==> config.mk <==
export PLATFORM = sky130hd
export DESIGN_NAME = i2c_mode_stat
export DESIGN_NICKNAME = d
export VERILOG_FILES = /design/src/rtl/i2c_ms_pkg.sv /design/src/rtl/i2c_busy_guard.sv /design/src/rtl/i2c_mode_ctrl.sv /design/src/rtl/i2c_flag_regs.sv /design/src/rtl/i2c_mode_stat.sv
export SDC_FILE = /design/constraint.sdc
export NUM_CORES = 1
export LEC_CHECK = 0
export ABC_AREA = 1
export BUFFER_PORTS_ARGS = -buffer_cell sky130_fd_sc_hd__buf_4
export CAP_MARGIN = 0
export CELL_PAD_IN_SITES_DETAIL_PLACEMENT = 1
export CELL_PAD_IN_SITES_GLOBAL_PLACEMENT = 1
export CORE_MARGIN = 1
export CORE_UTILIZATION = 27
export CTS_BUF_LIST = sky130_fd_sc_hd__clkbuf_2
export DETAILED_ROUTE_END_ITERATION = 10
export MAX_ROUTING_LAYER = met4
export PLACE_DENSITY = 0.74
export SLEW_MARGIN = 20
export SYNTH_ARGS = -nofsm -noshare
export SYNTH_HDL_FRONTEND = slang
export SYNTH_SLANG_ARGS = --single-unit
==> constraint.sdc <==
create_clock -name clk_i -period 1.2 [get_ports clk_i]
set_clock_uncertainty 0.15 [all_clocks]
set_input_delay 0.12 -clock clk_i [delete_from_list [all_inputs] [get_ports clk_i]]
set_output_delay 0.12 -clock clk_i [all_outputs]
set_load 0.05 [all_outputs]
==> src/rtl/i2c_ms_pkg.sv <==
package i2c_ms_pkg;
  localparam int STAT_W = 8;

  // bit positions inside the status byte; software decodes these
  localparam int B_MST  = 7;
  localparam int B_TRX  = 6;
  localparam int B_BB   = 5;
  localparam int B_PEND = 4;
  localparam int B_ARBL = 3;
  localparam int B_AAS  = 2;
  localparam int B_GCAL = 1;
  localparam int B_LAST = 0;

  localparam int N_ADDR_FLAGS = 2;

  typedef enum logic [1:0] {
    MODE_SLV_RX = 2'b00,
    MODE_SLV_TX = 2'b01,
    MODE_MST_RX = 2'b10,
    MODE_MST_TX = 2'b11
  } mode_e;

  typedef struct packed {
    logic pend;
    logic arbl;
    logic aas;
    logic gcal;
    logic last;
  } flags_t;
endpackage

==> src/rtl/i2c_busy_guard.sv <==
module i2c_busy_guard (
  input  logic clk_i,
  input  logic rst_ni,
  input  logic start_det_i,
  input  logic stop_det_i,
  input  logic addr_done_i,
  input  logic sw_start_i,
  output logic bb_o,
  output logic guard_o
);
  logic bb_q, guard_q;
  logic raise;

  assign raise = start_det_i | sw_start_i;

  always_ff @(posedge clk_i or negedge rst_ni) begin
    if (!rst_ni) begin
      bb_q    <= 1'b0;
      guard_q <= 1'b0;
    end else begin
      if (stop_det_i) begin
        bb_q    <= 1'b0;
        guard_q <= 1'b0;
      end else begin
        if (raise) bb_q <= 1'b1;
        // window opens only on a rising busy flag
        if (!bb_q && raise) guard_q <= 1'b1;
        else if (addr_done_i) guard_q <= 1'b0;
      end
    end
  end

  assign bb_o    = bb_q;
  assign guard_o = guard_q;
endmodule

==> src/rtl/i2c_mode_ctrl.sv <==
module i2c_mode_ctrl (
  input  logic clk_i,
  input  logic rst_ni,
  input  logic sw_hit_i,
  input  logic sw_reject_i,
  input  logic sw_mst_i,
  input  logic sw_trx_i,
  input  logic raw_fmt_i,
  input  logic start_det_i,
  input  logic stop_det_i,
  input  logic arb_lost_i,
  input  logic byte_done_i,
  input  logic addr_done_i,
  input  logic rw_bit_i,
  input  logic nack_i,
  output logic mst_o,
  output logic trx_o
);
  logic mst_q, trx_q, arm_q;
  logic mst_d, trx_d, arm_d;
  logic mst_clr, trx_clr, trx_hw_set;

  assign trx_hw_set = addr_done_i & ~mst_q & ~raw_fmt_i & rw_bit_i;

  assign trx_clr = sw_reject_i | stop_det_i | arb_lost_i
                 | (~mst_q & (start_det_i | nack_i));

  // master drops at the end of the byte in which arbitration was lost
  assign mst_clr = sw_reject_i | stop_det_i
                 | (byte_done_i & (arm_q | arb_lost_i));

  always_comb begin
    mst_d = mst_q;
    trx_d = trx_q;
    arm_d = arm_q;
    if (sw_hit_i) begin
      mst_d = sw_mst_i;
      trx_d = sw_trx_i;
    end
    if (trx_hw_set) trx_d = 1'b1;
    // hardware clears win over any set
    if (trx_clr) trx_d = 1'b0;
    if (mst_clr) mst_d = 1'b0;
    if (arb_lost_i) arm_d = 1'b1;
    if (byte_done_i || stop_det_i) arm_d = 1'b0;
  end

  always_ff @(posedge clk_i or negedge rst_ni) begin
    if (!rst_ni) begin
      mst_q <= 1'b0;
      trx_q <= 1'b0;
      arm_q <= 1'b0;
    end else begin
      mst_q <= mst_d;
      trx_q <= trx_d;
      arm_q <= arm_d;
    end
  end

  assign mst_o = mst_q;
  assign trx_o = trx_q;
endmodule

==> src/rtl/i2c_flag_regs.sv <==
module i2c_flag_regs
  import i2c_ms_pkg::*;
(
  input  logic   clk_i,
  input  logic   rst_ni,
  input  logic   start_det_i,
  input  logic   stop_det_i,
  input  logic   arb_lost_i,
  input  logic   sw_start_i,
  input  logic   byte_done_i,
  input  logic   last_bit_i,
  input  logic   addr_done_i,
  input  logic   addr_match_i,
  input  logic   gen_call_i,
  input  logic   irq_clr_i,
  output flags_t flags_o
);
  logic [N_ADDR_FLAGS-1:0] addr_src;
  logic [N_ADDR_FLAGS-1:0] addr_q;
  logic pend_q, arbl_q, last_q;

  assign addr_src = {addr_match_i, gen_call_i};

  // address-phase flags share one set/clear pattern
  for (genvar g = 0; g < N_ADDR_FLAGS; g++) begin : g_addr
    always_ff @(posedge clk_i or negedge rst_ni) begin
      if (!rst_ni)                         addr_q[g] <= 1'b0;
      else if (start_det_i || stop_det_i)  addr_q[g] <= 1'b0;
      else if (addr_done_i && addr_src[g]) addr_q[g] <= 1'b1;
    end
  end

  always_ff @(posedge clk_i or negedge rst_ni) begin
    if (!rst_ni) begin
      pend_q <= 1'b0;
      arbl_q <= 1'b0;
      last_q <= 1'b0;
    end else begin
      if (byte_done_i)    pend_q <= 1'b1;
      else if (irq_clr_i) pend_q <= 1'b0;
      if (arb_lost_i)      arbl_q <= 1'b1;
      else if (sw_start_i) arbl_q <= 1'b0;
      if (byte_done_i) last_q <= last_bit_i;
    end
  end

  assign flags_o.pend = pend_q;
  assign flags_o.arbl = arbl_q;
  assign flags_o.aas  = addr_q[1];
  assign flags_o.gcal = addr_q[0];
  assign flags_o.last = last_q;
endmodule

==> src/rtl/i2c_mode_stat.sv <==
module i2c_mode_stat
  import i2c_ms_pkg::*;
(
  input  logic              clk_i,
  input  logic              rst_ni,
  input  logic              sw_we_i,
  input  logic [STAT_W-1:0] sw_wdata_i,
  input  logic              raw_fmt_i,
  input  logic              start_det_i,
  input  logic              stop_det_i,
  input  logic              arb_lost_i,
  input  logic              byte_done_i,
  input  logic              last_bit_i,
  input  logic              addr_done_i,
  input  logic              addr_match_i,
  input  logic              gen_call_i,
  input  logic              rw_bit_i,
  input  logic              nack_i,
  input  logic              irq_clr_i,
  output logic [STAT_W-1:0] stat_o,
  output logic [1:0]        mode_o
);
  logic   bb, guard, mst, trx;
  logic   sw_hit, sw_reject, sw_start;
  flags_t flags;
  mode_e  cur_mode;
  logic   unused_wdata;

  assign unused_wdata = ^sw_wdata_i[B_PEND:0];

  assign sw_reject = sw_we_i & (guard | start_det_i | (sw_wdata_i[B_BB] & bb));
  assign sw_hit    = sw_we_i & ~sw_reject;
  assign sw_start  = sw_hit & sw_wdata_i[B_MST] & sw_wdata_i[B_TRX] & sw_wdata_i[B_BB];

  i2c_busy_guard u_busy (
    .clk_i       (clk_i),
    .rst_ni      (rst_ni),
    .start_det_i (start_det_i),
    .stop_det_i  (stop_det_i),
    .addr_done_i (addr_done_i),
    .sw_start_i  (sw_start),
    .bb_o        (bb),
    .guard_o     (guard)
  );

  i2c_mode_ctrl u_mode (
    .clk_i       (clk_i),
    .rst_ni      (rst_ni),
    .sw_hit_i    (sw_hit),
    .sw_reject_i (sw_reject),
    .sw_mst_i    (sw_wdata_i[B_MST]),
    .sw_trx_i    (sw_wdata_i[B_TRX]),
    .raw_fmt_i   (raw_fmt_i),
    .start_det_i (start_det_i),
    .stop_det_i  (stop_det_i),
    .arb_lost_i  (arb_lost_i),
    .byte_done_i (byte_done_i),
    .addr_done_i (addr_done_i),
    .rw_bit_i    (rw_bit_i),
    .nack_i      (nack_i),
    .mst_o       (mst),
    .trx_o       (trx)
  );

  i2c_flag_regs u_flags (
    .clk_i        (clk_i),
    .rst_ni       (rst_ni),
    .start_det_i  (start_det_i),
    .stop_det_i   (stop_det_i),
    .arb_lost_i   (arb_lost_i),
    .sw_start_i   (sw_start),
    .byte_done_i  (byte_done_i),
    .last_bit_i   (last_bit_i),
    .addr_done_i  (addr_done_i),
    .addr_match_i (addr_match_i),
    .gen_call_i   (gen_call_i),
    .irq_clr_i    (irq_clr_i),
    .flags_o      (flags)
  );

  assign cur_mode = mode_e'({mst, trx});
  assign mode_o   = cur_mode;

  always_comb begin
    stat_o         = '0;
    stat_o[B_MST]  = mst;
    stat_o[B_TRX]  = trx;
    stat_o[B_BB]   = bb;
    stat_o[B_PEND] = flags.pend;
    stat_o[B_ARBL] = flags.arbl;
    stat_o[B_AAS]  = flags.aas;
    stat_o[B_GCAL] = flags.gcal;
    stat_o[B_LAST] = flags.last;
  end
endmodule

==> run_results.csv <==
group,metric,value,unit
pwr,seqPwrFrac,46.5,%
sta,fmax,807.0,MHz
finish,layout_commonest_cell,"buf_4",
routing,ant_nets,0,
placed_design,gp_congestion,0.8387,
pwr,clkPwrFrac,24.7,%
placed_design,dp.cells,111,
routing,num_vias,537,
finish,stdcell_count,123,
worst_setup_path,crit_required,1.23,ns
status,outcome,"complete, but fails checks",
sta,min_period,1.239,ns
flow_run,drv_cap,0,
global_routing,overflow,0,
cts,clkSlewWorstSetupHoldPaths,0.11,ns
routing,wl_per_cell,12.36,um
cts,cts.sinks,10,
worst_setup_path,critPathMaxStageDelay,0.42,ns
floorplan,ios,33,
yosys,yosysUniqueCellTypes,16,
yosys,yosys_warnings,0,
floorplan,die_h,46.90,um
yosys,netlist_instances,65,
worst_setup_path,crit_chain,"nor2_4, nand4_4, o21bai_2, nand2_1, a21oi_2",
cts,clk_latency,0.24,ns
pwr,comb_power_share,28.8,%
yosys,avgSynthCellArea,8.373,sq um
yosys,synth_top_area_share,45.98,%
pwr,ir_drop,0.4543,mV
sta,slew_violations,0,
sta,max_slew_margin,84.56,%
finish,layout_common_cells,"buf_4, inv_1, nand2_1, dfrtp_1, dlygate4sd3_1",
pwr,switchingPower,0.2510,mW
finish,diodes,0,
yosys,ys_ff_latch,10,
cts,numCtsBuffers,3,
pwr,p_per_area,890.2,nW/um^2
global_routing,grt_max_degree,11,
finish,finalNetCount,122,
routing,firstDrtPassIters,4,
yosys,ys_top_cells_by_area,"dfrtp_1, buf_4, inv_1",
yosys,synth_fp_nets,88,
yosys,syn-cell-area,544.3,sq um
yosys,yosysTopAreaCell,"dfrtp_1",
sta,fin_ws,-0.03913,ns
sta,timing.final.crit_share,103.3,%
sta,setup_viol,6,
hold_path,min_path_type,"in2reg",
routing,drc,0,
finish,fill_cells,230,
sta,hold_viol,0,
routing,first_iter_violations,7,
routing,wl,1.520,mm
pwr,p_int,0.5276,mW
worst_setup_path,worstPathMaxFanout,3,
sta,rsz0062_at_grt,"yes",
worst_setup_path,critPathLaunchType,"flip-flop",
global_routing,grt_pass1_vias,521,
placed_design,dp_hpwl,1.072,mm
global_routing,grt_pass1_wl,2.152,mm
cts,clock_path_buffers,2,
cts,h-tree-depth,1,
worst_setup_path,critPathArrivalTime,1.27,ns
global_routing,grt_usage,14.46,%
sta,tightest_slew,0.2298,ns
floorplan,core.rowCount,15,
routing,vias_per_cell,4.366,
worst_setup_path,criticalPathCategory,"reg2reg",
pwr,totalPowerFinal,0.7786,mW
pwr,swShare,32.23,%
floorplan,coreArea,1802,sq um
yosys,ys_seq_area_share,45.98,%
cts,cts-root-buf,"clkbuf_2",
finish,synthToLayoutAreaGrowth,60.69,%
floorplan,start_util,30.21,%
cts,cts_tree,"built",
floorplan,dieArea,2199,sq um
floorplan,die_w,46.90,um
placed_design,numPortBuffers,27,
worst_setup_path,crit_path_top_delay_cell,"dfrtp_1",
finish,layout-drive-gt1-share,42.86,%
pwr,p_leak,0.4738,nW
status,violations,"setup timing",
worst_setup_path,critPathCaptureType,"flip-flop",
global_routing,antenna_found_initial,0,
-- power groups by stage --
| stage | Combinational [mW] | Clock, mW | Sequential, mW |
|---|---|---|---|
| 6_report | 0.224 | 0.193 | 0.362 |
| 2_1_floorplan | 0.0978 | 0 | 0.375 |
| 5_1_grt | 0.241 | 0.211 | 0.364 |
| 3_3_place_gp | 0.184 | 0 | 0.367 |
| 3_5_place_dp | 0.186 | 0 | 0.367 |
| 4_1_cts | 0.209 | 0.202 | 0.361 |
-- final cells by class --
type	count	area [sq um]	area share (%)
Tap cell	25	31.28	3.577
Sequential cell	10	250.2	28.61
Clock buffer	3	15.01	1.717
Timing Repair Buffer	37	322.8	36.91
Clock inverter	1	3.754	0.4292
Inverter	13	48.80	5.579
Multi-Input combinational cell	34	202.7	23.18
-- metrics by stage --
stage                     cell area, sq um  hold WS (ns)  worst slack (ns)  util [%]  setup TNS [ns]
after detailed placement             733.2       -0.1888          -0.03002     40.69        -0.04702
final                                874.6      0.009556          -0.03913     48.54        -0.07697
after floorplan                      544.3       -0.3256           0.04511         -               0
after global placement               733.2       -0.1925         -0.007944     40.69        -0.01517
after global routing                 874.6      0.001328           -0.1206     48.54         -0.5577
after CTS                            842.1     0.0004537          -0.03114     46.74         -0.1140
-- path summary, 6_finish.rpt --
kind / startpoint / end / slack, ns / depth (start not counted)
min in group asynchronous: rst_ni / u_mode.arm_q / 0.09 / 2
worst min register to register: u_flags.last_q / u_flags.last_q / 0.34 / 2
worst min-delay path: addr_done_i / u_busy.guard_o / 0.01 / 4
max in group asynchronous: rst_ni / u_flags.flags_o[1] / 0.67 / 2
worst max-delay path: u_busy.guard_o / u_busy.guard_o / -0.04 / 5
worst max register to register: u_busy.guard_o / u_busy.guard_o / -0.04 / 5
-- worst max-delay path: cells and delay by family (launching register included) --
kind,cells,cell delay [ns]
compound gates,2,0.27
simple gates,3,0.35
flops,1,0.42
-- what timing repair did --
action,4_1_cts,5_1_grt
setup buffers,1,1
resized for setup,7,7
pin swaps,0,1
hold buffers,6,0
endpoints found under the setup margin,6,8
hold endpoints to repair,15,0
-- registers in the layout (all words and copies together), names as in the netlist --
register,count
u_flags.flags_o,2
u_busy.bb_o,1
u_busy.guard_o,1
u_flags.arbl_q,1
u_flags.last_q,1
u_flags.pend_q,1
u_mode.arm_q,1
u_mode.mst_o,1
u_mode.trx_o,1
-- Yosys cell counts --
master	number
inv_1	13
nand2_1	12
dfrtp_1	10
buf_4	8
o21ai_0	7
a21oi_2	2
nand4_1	2
nor2_1	2
nor3_1	2
a21oi_1	1
nand3_1	1
nand4_2	1
nor2_4	1
o21ai_1	1
o21bai_1	1
o21bai_2	1
-- per-layer routing --
layer	vias to the layer above	track usage [%]	part of all wire, %
met5	-	-	0
met3	2	1.154	4.5
li1	262	-	-
met1	256	19.43	43
met2	17	21.94	51
met4	0	6.857	1.1
-- kinds of logic (layout without fill, tap and decap cells) --
kind of cell | count (synthesis) | after routing | share of synthesized area, %
AOI/OAI and AO/OA | 13 | 13 | 14.94
DFF | 10 | 10 | 45.98
buffers and inverters | 21 | 54 | 20.00
and+or+nand+nor | 21 | 21 | 19.08
No activity file was read; power rests on OpenSTA's default activity.
